==> config.mk <==
export PLATFORM = sky130hd
export DESIGN_NAME = sys_handler_state_reg
export DESIGN_NICKNAME = d
export VERILOG_FILES = /design/src/rtl/shs_pkg.sv /design/src/rtl/shs_evt_decode.sv /design/src/rtl/shs_flag_store.sv /design/src/rtl/shs_readback.sv /design/src/rtl/sys_handler_state_reg.sv
export SDC_FILE = /design/constraint.sdc
export NUM_CORES = 1
export LEC_CHECK = 0
export BUFFER_PORTS_ARGS = -buffer_cell sky130_fd_sc_hd__buf_2
export CAP_MARGIN = 30
export CORE_AREA = 2 2 64 42
export DETAILED_ROUTE_END_ITERATION = 16
export DIE_AREA = 0 0 66 44
export GPL_TIMING_DRIVEN = 1
export PLACE_DENSITY_LB_ADDON = 0.05
export SYNTH_ARGS = -nofsm -noshare
export SYNTH_HDL_FRONTEND = slang
export SYNTH_SLANG_ARGS = --single-unit
==> constraint.sdc <==
create_clock -name clk -period 3.5 [get_ports clk]
set_input_delay 0.35 -clock clk [delete_from_list [all_inputs] [get_ports clk]]
set_output_delay 0.35 -clock clk [all_outputs]
set_load 0.05 [all_outputs]
==> src/rtl/shs_pkg.sv <==
package shs_pkg;

    localparam int WORD_W = 32;
    localparam int HID_W  = 3;
    localparam int KIND_W = 3;

    typedef enum logic [HID_W-1:0] {
        HID_MEMMGT = 3'd0,
        HID_BUSERR = 3'd1,
        HID_USAGE  = 3'd2,
        HID_SVCALL = 3'd3,
        HID_DBGMON = 3'd4,
        HID_DEFER  = 3'd5
    } hid_e;

    typedef enum logic [KIND_W-1:0] {
        EV_NONE     = 3'd0,
        EV_ENTER    = 3'd1,
        EV_RETURN   = 3'd2,
        EV_DISPLACE = 3'd3,
        EV_START    = 3'd4,
        EV_STKERR   = 3'd5,
        EV_VECERR   = 3'd6
    } evt_kind_e;

    typedef struct packed {
        evt_kind_e             kind;
        logic [HID_W-1:0]      id;
    } hw_evt_t;

    typedef struct packed {
        logic [WORD_W-1:0] set;
        logic [WORD_W-1:0] clr;
    } bit_cmd_t;

    localparam logic [WORD_W-1:0] ACT_MASK  = 32'h0000_058B;
    localparam logic [WORD_W-1:0] PEND_MASK = 32'h0000_C000;
    localparam logic [WORD_W-1:0] IMPL_MASK = ACT_MASK | PEND_MASK;

    function automatic logic [WORD_W-1:0] act_mask_of(input logic [HID_W-1:0] id);
        logic [WORD_W-1:0] m;
        m = '0;
        case (id)
            HID_MEMMGT: m[0]  = 1'b1;
            HID_BUSERR: m[1]  = 1'b1;
            HID_USAGE:  m[3]  = 1'b1;
            HID_SVCALL: m[7]  = 1'b1;
            HID_DBGMON: m[8]  = 1'b1;
            HID_DEFER:  m[10] = 1'b1;
            default:    m     = '0;
        endcase
        return m;
    endfunction

    function automatic logic [WORD_W-1:0] pend_mask_of(input logic [HID_W-1:0] id);
        logic [WORD_W-1:0] m;
        m = '0;
        case (id)
            HID_BUSERR: m[14] = 1'b1;
            HID_SVCALL: m[15] = 1'b1;
            default:    m     = '0;
        endcase
        return m;
    endfunction

endpackage

==> src/rtl/shs_evt_decode.sv <==
module shs_evt_decode
    import shs_pkg::*;
(
    input  hw_evt_t  evt,
    output bit_cmd_t cmd
);
    always_comb begin
        cmd = '0;
        case (evt.kind)
            EV_ENTER:    cmd.set = act_mask_of(evt.id);
            EV_RETURN:   cmd.clr = act_mask_of(evt.id);
            EV_DISPLACE: cmd.set = pend_mask_of(evt.id);
            EV_START:    cmd.clr = pend_mask_of(evt.id);
            // stacking and vector errors deliberately leave pending intact
            default:     cmd     = '0;
        endcase
    end


    always_comb begin
        exclusive_cmd_chk: assert ((cmd.set & cmd.clr) == '0);
    end

endmodule

==> src/rtl/shs_flag_store.sv <==
module shs_flag_store
    import shs_pkg::*;
#(
    parameter int                W    = WORD_W,
    parameter logic [W-1:0]      IMPL = IMPL_MASK
)(
    input  logic         clk,
    input  logic         rst,
    input  logic [W-1:0] hw_set,
    input  logic [W-1:0] hw_clr,
    input  logic         sw_wr,
    input  logic [W-1:0] sw_data,
    output logic [W-1:0] flags
);
    for (genvar i = 0; i < W; i++) begin : g_bit
        if (IMPL[i]) begin : g_impl
            logic q;
            always_ff @(posedge clk) begin
                if (rst)            q <= 1'b0;
                else if (hw_set[i]) q <= 1'b1;
                else if (hw_clr[i]) q <= 1'b0;
                else if (sw_wr)     q <= sw_data[i];
            end
            assign flags[i] = q;


            hw_set_wins_chk: assert property (@(posedge clk) disable iff (rst)
                hw_set[i] |=> flags[i]);

            hw_clr_wins_chk: assert property (@(posedge clk) disable iff (rst)
                (hw_clr[i] && !hw_set[i]) |=> !flags[i]);
        end else begin : g_rsvd
            assign flags[i] = 1'b0;
        end
    end

endmodule

==> src/rtl/shs_readback.sv <==
module shs_readback
    import shs_pkg::*;
#(
    parameter int W = WORD_W
)(
    input  logic         clk,
    input  logic         rst,
    input  logic [W-1:0] flags,
    output logic [W-1:0] rdata
);
    always_ff @(posedge clk) begin
        if (rst) rdata <= '0;
        else     rdata <= flags;
    end


    rdata_lag_chk: assert property (@(posedge clk) disable iff (rst)
        1'b1 |=> (rdata == $past(flags)));

endmodule

==> src/rtl/sys_handler_state_reg.sv <==
module sys_handler_state_reg
    import shs_pkg::*;
(
    input  logic        clk,
    input  logic        rst,
    input  logic [2:0]  evt_kind,
    input  logic [2:0]  evt_id,
    input  logic        reg_wr,
    input  logic [31:0] reg_wdata,
    output logic [31:0] reg_rdata
);
    hw_evt_t           evt;
    bit_cmd_t          cmd;
    logic [WORD_W-1:0] flags;

    assign evt.kind = evt_kind_e'(evt_kind);
    assign evt.id   = evt_id;

    shs_evt_decode u_dec (
        .evt (evt),
        .cmd (cmd)
    );

    shs_flag_store #(.W(WORD_W), .IMPL(IMPL_MASK)) u_store (
        .clk     (clk),
        .rst     (rst),
        .hw_set  (cmd.set),
        .hw_clr  (cmd.clr),
        .sw_wr   (reg_wr),
        .sw_data (reg_wdata),
        .flags   (flags)
    );

    shs_readback #(.W(WORD_W)) u_rb (
        .clk   (clk),
        .rst   (rst),
        .flags (flags),
        .rdata (reg_rdata)
    );


    reset_clear_chk: assert property (@(posedge clk)
        rst |=> (flags == '0));

    svc_displace_chk: assert property (@(posedge clk) disable iff (rst)
        (evt_kind == EV_DISPLACE && evt_id == HID_SVCALL) |=> flags[15]);

    err_keeps_flags_chk: assert property (@(posedge clk) disable iff (rst)
        ((evt_kind == EV_STKERR || evt_kind == EV_VECERR) && !reg_wr) |=> $stable(flags));

    bad_id_ignored_chk: assert property (@(posedge clk) disable iff (rst)
        (evt_id > 3'd5 && !reg_wr) |=> $stable(flags));

    reserved_zero_chk: assert property (@(posedge clk) disable iff (rst)
        (reg_rdata & ~IMPL_MASK) == '0);

endmodule

# Word-level counts from Yosys, hierarchy flattened
# Index checks and enable logic that the tools add are counted.
word_totals:
  register_bits: 40
  in_bits: 41
  wordCells: 60
op_classes:
  n_eq_ne: 9
  mux: 32
  n_reduce_logical: 9
ops:
  columns: ["cell", "count"]
  rows:
  - ["$pmux W16 S2", 2]
  - ["$mux W1", 30]
  - ["$reduce_bool A3 Y1", 8]
  - ["$eq A3 B2 Y1 const B", 4]
  - ["$eq A3 B3 Y1 const B", 3]
  - ["$eq A3 B1 Y1 const B", 2]
  - ["$logic_not A3 Y1", 1]

# Logic depth before layout (Yosys ltp)
# Gate-level depths: netlist (run 1).
logic_depth:
  depth_word: 5
  mapped_depth: 4
  ltp_nobuf: 3

# Hierarchy
# From an unflattened synthesis (run 1), not the netlist that was laid out.
hier_totals:
  hier_cells: 210
  hier_area_um2: 2062.0
by_module_without_submodules:
  columns: ["mod", "area_per_inst_um2", "cells_each", "instances"]
  rows:
  - ["shs_readback", 863.3, 67, 1]
  - ["shs_flag_store", 656.9, 67, 1]
  - ["shs_evt_decode", 541.8, 76, 1]

# Worst setup path after synthesis (run 1)
# OpenSTA, ideal clock, no wires.
synth_path:
  kind: "input to register"
  start: "input port evt_kind[1]"
  end: "register u_store.g_bit[0].g_impl.q"
  arrival_ps: 1329
  n_path_buf: 0
  cell_stages: 3
  path_slack_ps: 2079
  setup_time_ps: 92
  cell_sequence: "or4b_4 or3_1 o32ai_1"
synth_between:
  elab_chain_cells: 4
  word_cells_on_any_way: 9
  classes_between: "eq/ne (4); mux (4); reduce/logical (1)"
synth_rtl:
  columns: ["element", "line_no", "source"]
  rows:
  - ["start: declaration", "sys_handler_state_reg.sv:6", "input logic [2:0] evt_kind,"]
  - ["$eq A3 B3 Y1 or $eq A3 B2 Y1 (tied branches)", "shs_evt_decode.sv:9", "case (evt.kind)"]
  - ["$pmux W16 S2", "shs_evt_decode.sv:9", null]
  - ["$mux W1", "shs_flag_store.sv:21", "else if (hw_clr[i]) q <= 1'b0;"]
  - ["$mux W1", "shs_flag_store.sv:20", "else if (hw_set[i]) q <= 1'b1;"]
  - ["end signal: assignment", "shs_flag_store.sv:22", "else if (sw_wr) q <= sw_data[i];"]
  - ["end: declaration", "shs_flag_store.sv:17", "logic q;"]
# Several ways; a longest one is shown, not always the timed one.
# A chain may end at the register's enable or synchronous reset.

==> results of run 1 <==
==> per-layer routing <==
layer	global-route usage, %	part of all wire (%)	wire length (um)
met1	14.9	52	790
met2	15.8	36	545
met3	5.45	9.6	145
met4	6.12	2.2	34
met5	0	0	0
==> power groups by stage <==
stage | sequential (mW) | clock [mW] | combinational (mW)
2_1_floorplan | 0.216 | 0 | 0.104
4_1_cts | 0.197 | 0.169 | 0.118
5_1_grt | 0.198 | 0.177 | 0.126
3_3_place_gp | 0.201 | 0 | 0.118
3_5_place_dp | 0.201 | 0 | 0.118
6_report | 0.197 | 0.163 | 0.118
==> kinds of logic after synthesis <==
group	synth area share [%]
simple gates	18.2
mux	11.9
other cells	0.434
buf+inv	24.0
flops	37.0
compound gates	8.39
==> cell usage in the layout (no fill, tap or decap), drive strengths merged <==
master / count
mux2: 2
nand2b: 1
dfxtp: 16
conb: 24
nor2: 4
nor2b: 6
buf: 24
or3b: 3
nor4: 2
or4b: 1
a21oi: 2
nand3b: 2
o32ai: 6
o21ai: 2
or3: 1
and3b: 1
clkbuf: 4
and2b: 2
inv: 1
mux2i: 8
==> cell type report <==
| type | count | share of cell area, % |
|---|---|---|
| Multi-Input combinational cell | 67 | 44.0 |
| Sequential cell | 16 | 33.3 |
| Timing Repair Buffer | 24 | 12.5 |
| Clock buffer | 4 | 5.72 |
| Tap cell | 32 | 4.16 |
| Inverter | 1 | 0.390 |
==> metrics by stage <==
step	instance area [um2]	util (%)	hold slack (ns)
detailed placement	907	38.6	0.450
floorplan	951	-	0.422
finish	962	41.0	0.371
global route	962	41.0	0.387
CTS	962	41.0	0.366
global placement	907	38.6	0.439
==> sequential cells by signal, summed over array words and instances, names as in the netlist <==
signal	count
u_store.g_bit.g_impl.q	8
u_rb.rdata	8
==> how the worst min path moves through the flow <==
stage	start	end
after global routing	evt_id[1]	u_store.g_bit[0].g_impl.q
after detailed placement	u_store.g_bit[10].g_impl.q	u_rb.rdata[10]
after floorplan	rst	u_rb.rdata[0]
after global placement	u_store.g_bit[10].g_impl.q	u_rb.rdata[10]
after CTS	evt_id[1]	u_store.g_bit[0].g_impl.q
final	evt_id[1]	u_store.g_bit[0].g_impl.q
==> worst max-delay path: cells and delay by family <==
| family | cells | cell delay [ns] |
|---|---|---|
| AO/OA/AOI/OAI | 1 | 0.13 |
| buffers and inverters | 1 | 0.20 |
| AND/OR/NAND/NOR | 2 | 0.91 |
==> PnR_summary.wiki, run 1 <==
{| class="wikitable"
! Metric !! Value
|-
| Max-slew violation count || 0
|-
| P_int || around 0.32 mW
|-
| Most area-consuming cells after synthesis || dfxtp_1 37%, buf_4 21%, mux2i_1 9.3%, o32ai_1 6.1%, nor2b_1 4.3%
|-
| Final worst path period share || between 40% and 50%
|-
| CP max-delay cell || or4b_4
|-
| Final critical delay including setup and external delays || 1.44 ns
|-
| Post-route DRC || 0
|-
| Clock network fraction of design power || approximately a third
|-
| Placeable Area || roughly 2300 um2
|-
| Area added between synthesis and finish || 11.3%
|-
| Startpoint of the worst-slack reg-to-reg timing path || u_store.g_bit[14].g_impl.q
|-
| Overall Power || 0.478 mW
|-
| Switching power of the nets || about 0.16 mW
|-
| Async set-reset flop share out of synthesis || 0%
|-
| Vias per cell || 4.26
|-
| TritonCTS clock tree || yes
|-
| Capture point of the worst reg-to-reg path || u_store.g_bit[14].g_impl.q
|-
| Depth of the most critical reg-to-reg path || 3
|-
| Worst VDD drop || roughly 0.15 mV
|-
| CP startpoint kind || input pin
|-
| Diode count || 0
|-
| Number of buffers inserted for hold repair after clock tree synthesis || 0
|-
| Comb power frac || around 25%
|-
| Area of the multi-input gates || between 400 and 500 um2
|-
| Global-route wire length before repair || around 2.4 mm
|-
| Number of instances in the synthesized netlist || 88
|-
| Placed instance count || 140
|-
| IO Count || 73
|-
| Die Width || roughly 66 um
|-
| Cells along the critical path || buf_2 > or4b_4 > or3_1 > o32ai_1
|-
| Worst min-delay path category || input pin to flip-flop
|-
| Status || finished clean
|-
| Synthesized cell area || slightly below 900 um2
|-
| Clock insertion delay at the later pin of the skew report || ~0.25 ns
|-
| Post-Route Skew || 0.00139 ns
|-
| Most repeated cell in the gate-level netlist after synthesis || buf_4
|-
| Number of CTS-inserted buffers || 3
|-
| Crit Path Max Fanout || 17
|-
| Die height || 44 um
|-
| Initial DRC Count || 14
|-
| Port buffer count || 24
|-
| Pin count of the biggest net entering global routing || 18
|-
| Detailed-route via count || around 610
|-
| CTS HTree Levels || 1
|-
| Initial cell density of the core || around 37%
|-
| Yosys top cell by area || dfxtp_1
|-
| Number of max-cap violations || 0
|-
| Storage element area || between 300 and 400 um2
|-
| Total congestion overflow || 0
|-
| Share of final-layout standard cells stronger than drive strength 1 || a little over a quarter
|-
| Total global-route track usage || a little under an eighth
|-
| Fmax || 0.694 GHz
|-
| Row count || 14
|-
| Pre-CTS setup slack || approximately 1.8 ns
|-
| Initial antenna violation count || 0
|-
| Final setup TNS || 0 ns
|-
| Number of different library cells in the post-synthesis netlist || 22
|-
| DIE AREA || 2900 um2
|-
| Setup violations, final || 0
|-
| Setup repair after global routing missed its margin || false
|-
| Average routed wire per standard cell || between 10 and 15 um
|-
| Fin. Hold Viols || 0
|-
| Last element of the critical path || u_store.g_bit[3].g_impl.q
|-
| Clock root buffer || clkbuf_8
|-
| Warning count from the yosys run || 0
|-
| Peak per-stage delay on the critical path || ~0.55 ns
|-
| Endpoint type of the worst setup path || flip-flop
|-
| Most common flop cell mapped by yosys || dfxtp_1
|-
| Total iterations of the first detailed-routing run || 4
|-
| Sw Ratio || about a third
|-
| Sequential-to-total area share from yosys stat || 37.0%
|-
| Post-DP HPWL || around 1.1 mm
|-
| Worst Slack Setup Final || 2.06 ns
|-
| Critical path type || input pin to flip-flop
|-
| Number of gates resized after CTS || 0
|-
| Critical path data arrival time || roughly 1.6 ns
|-
| EDFF count, synth || 0
|-
| CTS sink cnt || 16
|-
| Part of the power in registers || about 41%
|-
| Final Instance Count excl. Fillers || between 100 and 150
|-
| Synthesized area per cell || 9.82 um2
|-
| Cell types with the highest counts after synthesis || 24 x buf_4, 16 x dfxtp_1, 8 x mux2i_1, 6 x nor2b_1, 6 x o32ai_1
|-
| Number of register bits inferred by synthesis || 16
|-
| Final estimated routing congestion in global placement || approximately 0.72
|-
| Number of post-CTS setup repair buffers || 0
|-
| Clk slew on worst S/H paths || ~0.060 ns
|-
| Worst Hold Path Cells || 2
|-
| Fraction of post-synthesis cell area in the top cell type by area || between 30% and 40%
|-
| Register-to-register setup slack || between 2 and 3 ns
|-
| Static Leakage || 0.475 nW
|-
| Fill cell count || between 200 and 300
|-
| Total routed wirelength || roughly 1.5 mm
|-
| Largest buffer count on any clock path || 2
|-
| Post-detailed-route count of antenna-violating nets || 0
|-
| Number of global-route vias before repair || 534
|-
| Fin nets || between 150 and 200
|-
| CP startpoint || rst
|-
| Worst endpoint required time || 3.66 ns
|-
| Power per cell area || 496 nW/um2
|}
Note: power is estimated with default switching activity, not from simulation.
==> run 2, diff against run 1 <==
--- a/config.mk
+++ b/config.mk
@@ -7,9 +7,9 @@
 export LEC_CHECK = 0
 export BUFFER_PORTS_ARGS = -buffer_cell sky130_fd_sc_hd__buf_2
 export CAP_MARGIN = 30
-export CORE_AREA = 2 2 64 42
+export CORE_AREA = 2 2 66 43
 export DETAILED_ROUTE_END_ITERATION = 16
-export DIE_AREA = 0 0 66 44
+export DIE_AREA = 0 0 68 45
 export GPL_TIMING_DRIVEN = 1
 export PLACE_DENSITY_LB_ADDON = 0.05
 export SYNTH_ARGS = -nofsm -noshare
==> constraint.sdc (replaced) <==
create_clock -name clk -period 1.5 [get_ports clk]
set_input_delay 0.15 -clock clk [delete_from_list [all_inputs] [get_ports clk]]
set_output_delay 0.15 -clock clk [all_outputs]
set_load 0.05 [all_outputs]
==> run 2 against run 1 <==
Highest routed layer unchanged. Via count unchanged. Final cell count up 1.4%. Routed wire length about the same. Power rose by 130%. Die area rose by 5.4%. Clock power is 130% higher. Design area up 1.6%.
==> PnR_summary.wiki, run 2 (synthesis results as in run 1) <==
{| class="wikitable"
! Metric !! Value
|-
| Status || finished clean
|-
| Total congestion overflow || 0
|-
| Number of max-cap violations || 0
|-
| Power per cell area || approximately 1100 nW/um2
|-
| TritonCTS clock tree || yes
|-
| Die Width || 68 um
|-
| Final estimated routing congestion in global placement || 0.657
|-
| Part of the power in registers || about two fifths
|-
| Placeable Area || ~2400 um2
|-
| Crit Path Max Fanout || 5
|-
| P_int || 0.744 mW
|-
| Detailed-route via count || approximately 600
|-
| Worst VDD drop || approximately 0.38 mV
|-
| Fin nets || ~160
|-
| Critical path data arrival time || between 1 and 1.5 ns
|-
| CP max-delay cell || or4b_4
|-
| Number of global-route vias before repair || roughly 480
|-
| Fin. Hold Viols || 0
|-
| Largest buffer count on any clock path || 2
|-
| Total routed wirelength || between 1.5 and 2 mm
|-
| CP startpoint kind || input pin
|-
| Port buffer count || 24
|-
| Setup violations, final || 0
|-
| Total iterations of the first detailed-routing run || 4
|-
| Final critical delay including setup and external delays || 1.14 ns
|-
| Post-DP HPWL || around 1.2 mm
|-
| Pre-CTS setup slack || roughly 0.11 ns
|-
| Static Leakage || 0.485 nW
|-
| Worst min-delay path category || input pin to flip-flop
|-
| Share of final-layout standard cells stronger than drive strength 1 || roughly 28%
|-
| Number of post-CTS setup repair buffers || 0
|-
| Pin count of the biggest net entering global routing || 17
|-
| DIE AREA || between 3000 and 4000 um2
|-
| Diode count || 0
|-
| Number of buffers inserted for hold repair after clock tree synthesis || 0
|-
| Average routed wire per standard cell || 10.4 um
|-
| Clock network fraction of design power || around 34%
|-
| Total global-route track usage || a little over a tenth
|-
| Worst Slack Setup Final || roughly 0.36 ns
|-
| Sw Ratio || 33.7%
|-
| Die height || 45 um
|-
| Post-route DRC || 0
|-
| Share of the core filled with cells || slightly above 40%
|-
| Most frequent cells in the layout || 24 x conb_1, 24 x buf_2, 16 x dfxtp_1
|-
| Number of CTS-inserted buffers || 3
|-
| CTS HTree Levels || 1
|-
| Cells along the critical path || buf_2 > or4b_4 > or3_1 > o32ai_1
|-
| Initial cell density of the core || a little over a third
|-
| Post-detailed-route count of antenna-violating nets || 0
|-
| Buffer and inverter count on the worst path || 1
|-
| Area added between synthesis and finish || 13.0%
|-
| Comb power frac || 25.0%
|-
| Setup repair after global routing missed its margin || false
|-
| Worst endpoint required time || 1.65 ns
|-
| IO Count || 73
|-
| Endpoint type of the worst setup path || flip-flop
|-
| Post-Route Skew || between 0.0008 and 0.0009 ns
|-
| Initial antenna violation count || 0
|-
| Fmax || around 0.87 GHz
|-
| Max-slew violation count || 0
|-
| Final worst path period share || 76.3%
|-
| Overall Power || between 1 and 1.5 mW
|-
| Largest regs || u_rb.rdata (8), u_store.g_bit.g_impl.q (8)
|-
| Final setup TNS || 0 ns
|-
| Clock insertion delay at the later pin of the skew report || about 0.25 ns
|-
| Critical path type || input pin to flip-flop
|-
| Worst path top cell family by delay || simple AND/OR/NAND/NOR gates
|-
| Vias per cell || around 4.2
|-
| Switching power of the nets || 0.378 mW
|-
| CTS sink cnt || 16
|-
| Initial DRC Count || 20
|-
| Clock root buffer || clkbuf_8
|-
| Clk slew on worst S/H paths || around 0.06 ns
|-
| Peak per-stage delay on the critical path || 0.53 ns
|-
| Global-route wire length before repair || 2.26 mm
|-
| Row count || 14
|-
| Number of gates resized after CTS || 0
|}
==> run 2: changes by cell type in the layout (fill, tap and decap cells not counted) <==
cell / change
buf_4: +2
==> run 2: worst paths after layout <==
| path | from | end | slack (ns) | cells after the start |
|---|---|---|---|---|
| setup / recovery | evt_kind[1] | u_store.g_bit[0].g_impl.q | 0.36 | 4 |
| hold / removal | evt_id[1] | u_store.g_bit[0].g_impl.q | 0.19 | 2 |
| setup reg to reg | u_store.g_bit[15].g_impl.q | u_store.g_bit[15].g_impl.q | 0.58 | 3 |
| hold reg to reg | u_store.g_bit[10].g_impl.q | u_rb.rdata[10] | 0.46 | 1 |
==> run 2: metrics by stage <==
stage / hold WS, ns / std cells / area (um2)
5_1_grt: 0.203 / 146 / 977
2_1_floorplan: 0.222 / 111 / 951
3_5_place_dp: 0.443 / 142 / 922
3_3_place_gp: 0.427 / 142 / 922
6_report: 0.186 / 146 / 977
4_1_cts: 0.181 / 146 / 977
==> run 2: final cells by class <==
| type | instances | area (um2) |
|---|---|---|
| flip-flops and latches | 16 | 320 |
| inverters | 1 | 3.75 |
| repair buffers | 26 | 135 |
| fillers | 251 | 1440 |
| multi-input cells | 67 | 423 |
| well taps | 32 | 40.0 |
| clock buffers | 4 | 55.1 |
==> run 2: worst reg2reg max path: cells and delay by family, from the launching register on <==
family | cells | cell delay (ns)
muxes | 2 | 0.42
DFF | 1 | 0.31
AOI/OAI and AO/OA | 1 | 0.08
==> run 2: power groups by stage <==
stage	logic (mW)	clock network, mW	registers [mW]
final	0.280	0.383	0.459
after global routing	0.297	0.416	0.462
after CTS	0.280	0.394	0.459
after detailed placement	0.280	0	0.469
after global placement	0.279	0	0.468
after floorplan	0.242	0	0.505
==> run 2: routing by layer <==
metal | up-vias | track usage [%] | wire (um)
met5 | - | 0 | 0
met4 | 0 | 2.40 | 14
met3 | 2 | 5.49 | 168
met2 | 36 | 13.4 | 584
met1 | 266 | 15.2 | 747
li1 | 309 | - | -
==> run 3, diff against run 2 <==
--- a/config.mk
+++ b/config.mk
@@ -5,11 +5,12 @@
 export SDC_FILE = /design/constraint.sdc
 export NUM_CORES = 1
 export LEC_CHECK = 0
+export ABC_AREA = 1
 export BUFFER_PORTS_ARGS = -buffer_cell sky130_fd_sc_hd__buf_2
 export CAP_MARGIN = 30
-export CORE_AREA = 2 2 66 43
+export CORE_AREA = 2 2 70 45
 export DETAILED_ROUTE_END_ITERATION = 16
-export DIE_AREA = 0 0 68 45
+export DIE_AREA = 0 0 72 47
 export GPL_TIMING_DRIVEN = 1
 export PLACE_DENSITY_LB_ADDON = 0.05
 export SYNTH_ARGS = -nofsm -noshare
==> constraint.sdc (replaced) <==
create_clock -name clk -period 1 [get_ports clk]
set_input_delay 0.1 -clock clk [delete_from_list [all_inputs] [get_ports clk]]
set_output_delay 0.1 -clock clk [all_outputs]
set_load 0.05 [all_outputs]
==> run 3 against run 2 <==
Final cell count grew 27%. Design area grew 1.2%. Power grew 40%. Non-clock buffer count shrank 2. Hold slack lost 0.0092 ns. Die area grew 11%. Worst setup slack lost 0.26 ns. Critical path type is now flip-flop to output pin. Critical endpoint is now reg_rdata[14]. Largest power group unchanged. Highest routed layer unchanged.
==> PnR_summary.wiki, run 3 <==
{| class="wikitable"
! Metric !! Value
|-
| CTS sink cnt || 16
|-
| Setup violations, final || 0
|-
| Power per cell area || 1590 nW/um2
|-
| Most area-consuming cells after synthesis || dfxtp_1 36%, buf_4 20%, nand2_1 15%, nor2_1 6.7%, inv_1 5.0%
|-
| Post-detailed-route count of antenna-violating nets || 0
|-
| Crit Path Max Fanout || 1
|-
| Number of gates resized after CTS || 0
|-
| Most frequent cells in the layout || 37 x nand2_1, 24 x conb_1, 24 x buf_2
|-
| Sequential-to-total area share from yosys stat || 35.7%
|-
| Clock insertion delay at the later pin of the skew report || ~0.25 ns
|-
| TritonCTS clock tree || yes
|-
| Fmax || approximately 1.1 GHz
|-
| GR met3 Demand/Resource || 4.29%
|-
| Placeable Area || ~2800 um2
|-
| Stages on worst setup path || 1
|-
| Part of the power in registers || between 40% and 50%
|-
| Depth of the most critical reg-to-reg path || 4
|-
| Final worst path period share || 90.5%
|-
| Number of instances in the synthesized netlist || about 130
|-
| Clock root buffer || clkbuf_8
|-
| Die height || between 40 and 50 um
|-
| Row count || 15
|-
| CP max-delay cell || dfxtp_1
|-
| Total iterations of the first detailed-routing run || 4
|-
| Setup repair after global routing missed its margin || false
|-
| Buffer and inverter count on the worst path || 1
|-
| Synthesized cell area || roughly 900 um2
|-
| IO Count || 73
|-
| Cells along the critical path || buf_2
|-
| Yosys top cell by area || dfxtp_1
|-
| Initial antenna violation count || 0
|-
| Number of global-route vias before repair || approximately 610
|-
| Fraction of post-synthesis cell area in the top cell type by area || a little over a third
|-
| Most frequent standard cell in the layout excluding fill and tap cells || nand2_1
|-
| Max-slew violation count || 0
|-
| Vias per cell || 3.95
|-
| Global-route wire length before repair || between 2 and 3 mm
|-
| Number of register bits inferred by synthesis || 16
|-
| Critical path type || flip-flop to output pin
|-
| Post-DP HPWL || around 1.2 mm
|-
| Fin. Hold Viols || 0
|-
| P_int || approximately 1.0 mW
|-
| Pin count of the biggest net entering global routing || 17
|-
| DIE AREA || roughly 3400 um2
|-
| Worst Slack Setup Final || around 0.095 ns
|-
| Diode count || 0
|-
| Initial DRC Count || 27
|-
| Clock network fraction of design power || a little under a third
|-
| Initial cell density of the core || about 33%
|-
| Post-route DRC || 0
|-
| Met2 track demand over resource in global routing || ~16%
|-
| Fin nets || approximately 200
|-
| Fill cell count || roughly 320
|-
| Async set-reset flop share out of synthesis || 0%
|-
| CTS HTree Levels || 1
|-
| Endpoint type of the worst setup path || output pin
|-
| Sw Ratio || between 30% and 40%
|-
| EDFF count, synth || 0
|-
| Number of CTS-inserted buffers || 3
|-
| Most Used Layer, Global Route || met2
|-
| Final setup TNS || 0 ns
|-
| Area added between synthesis and finish || 10.0%
|-
| Status || finished clean
|-
| Number of max-cap violations || 0
|-
| Cell types with the highest counts after synthesis || 37 x nand2_1, 24 x buf_4, 16 x dfxtp_1, 16 x nor2_1, 12 x inv_1
|-
| Worst VDD drop || between 0.5 and 0.6 mV
|-
| Number of buffers inserted for hold repair after clock tree synthesis || 0
|-
| Port buffer count || 24
|-
| Pre-CTS setup slack || 0.00443 ns
|-
| Final estimated routing congestion in global placement || approximately 0.77
|-
| Static Leakage || a little under 0.5 nW
|-
| Synthesized area per cell || approximately 7.0 um2
|-
| Share of final-layout standard cells stronger than drive strength 1 || 23.0%
|-
| Grt met1 use || a little over an eighth
|-
| Most repeated cell in the gate-level netlist after synthesis || nand2_1
|-
| Warning count from the yosys run || 0
|-
| Most common flop cell mapped by yosys || dfxtp_1
|-
| Worst endpoint required time || roughly 0.90 ns
|-
| Final critical delay including setup and external delays || approximately 0.9 ns
|-
| Detailed-route via count || between 700 and 800
|-
| Largest regs || u_rb.rdata (8), u_store.g_bit.g_impl.q (8)
|-
| Number of post-CTS setup repair buffers || 0
|-
| Critical path data arrival time || roughly 0.81 ns
|-
| Worst min-delay path category || input pin to flip-flop
|-
| Switching power of the nets || about 0.57 mW
|-
| Post-Route Skew || 0.000105 ns
|-
| Comb power frac || 26.1%
|-
| Peak per-stage delay on the critical path || roughly 0.31 ns
|-
| Number of different library cells in the post-synthesis netlist || 16
|-
| Total congestion overflow || 0
|-
| Total routed wirelength || about 1.6 mm
|-
| Die Width || 72 um
|-
| Clk slew on worst S/H paths || approximately 0.060 ns
|-
| Largest buffer count on any clock path || 2
|-
| Total global-route track usage || between 10% and 20%
|-
| CP startpoint kind || flip-flop
|-
| Worst Hold Path Cells || 4
|-
| Worst path top cell family by delay || flip-flops
|-
| Average routed wire per standard cell || approximately 8.8 um
|}
## run 3: through the flow
| step | total power [mW] | hold slack [ns] | util, % | area (um2) | std cells |
|---|---|---|---|---|---|
| finish | 1.57 | 0.176 | 35.8 | 988 | 186 |
| global route | 1.64 | 0.218 | 35.8 | 988 | 186 |
| CTS | 1.59 | 0.171 | 35.8 | 988 | 186 |
| detailed placement | 1.10 | 0.414 | 34.3 | 947 | 183 |
| global placement | 1.10 | 0.409 | 34.3 | 947 | 183 |
| floorplan | 1.10 | 0.281 | - | 985 | 152 |
## run 3: final timing paths
path	slack [ns]	start	end
worst min-delay path	0.18	evt_id[2]	u_store.g_bit[3].g_impl.q
worst max register to register	0.18	u_store.g_bit[8].g_impl.q	u_store.g_bit[8].g_impl.q
worst min register to register	0.42	u_store.g_bit[14].g_impl.q	u_rb.rdata[14]
worst max-delay path	0.09	u_rb.rdata[14]	reg_rdata[14]
## run 3: cells by family (layout without fill, tap and decap cells)
kind of cell / count (synthesis) / count (layout) / synth area share [%]
AO/OA/AOI/OAI: 16 / 16 / 10.6
buffers and inverters: 39 / 39 / 27.3
other: 1 / 24 / 0.417
AND/OR/NAND/NOR: 57 / 57 / 26.0
flip-flops: 16 / 16 / 35.7
## run 3: final cells by class
| class | instances | area [um2] | share of cell area [%] |
|---|---|---|---|
| multi-input combinational | 97 | 419 | 42.4 |
| sequential | 16 | 320 | 32.4 |
| timing repair buffer | 24 | 120 | 12.2 |
| inverter | 12 | 45.0 | 4.56 |
| tap | 34 | 42.5 | 4.30 |
| clock buffer | 3 | 41.3 | 4.18 |
## run 3: power by group through the flow
stage	Combinational [mW]	Sequential [mW]	Clock [mW]
final	0.410	0.675	0.484
after global routing	0.442	0.678	0.525
after CTS	0.411	0.675	0.501
after detailed placement	0.410	0.689	0
after global placement	0.408	0.689	0
after floorplan	0.371	0.734	0
## run 3: metal layers
metal | vias up | share of wire (%)
met5 | - | 0
met3 | 2 | 8.0
met2 | 33 | 40
met1 | 310 | 51
met4 | 0 | 1.2
li1 | 389 | -
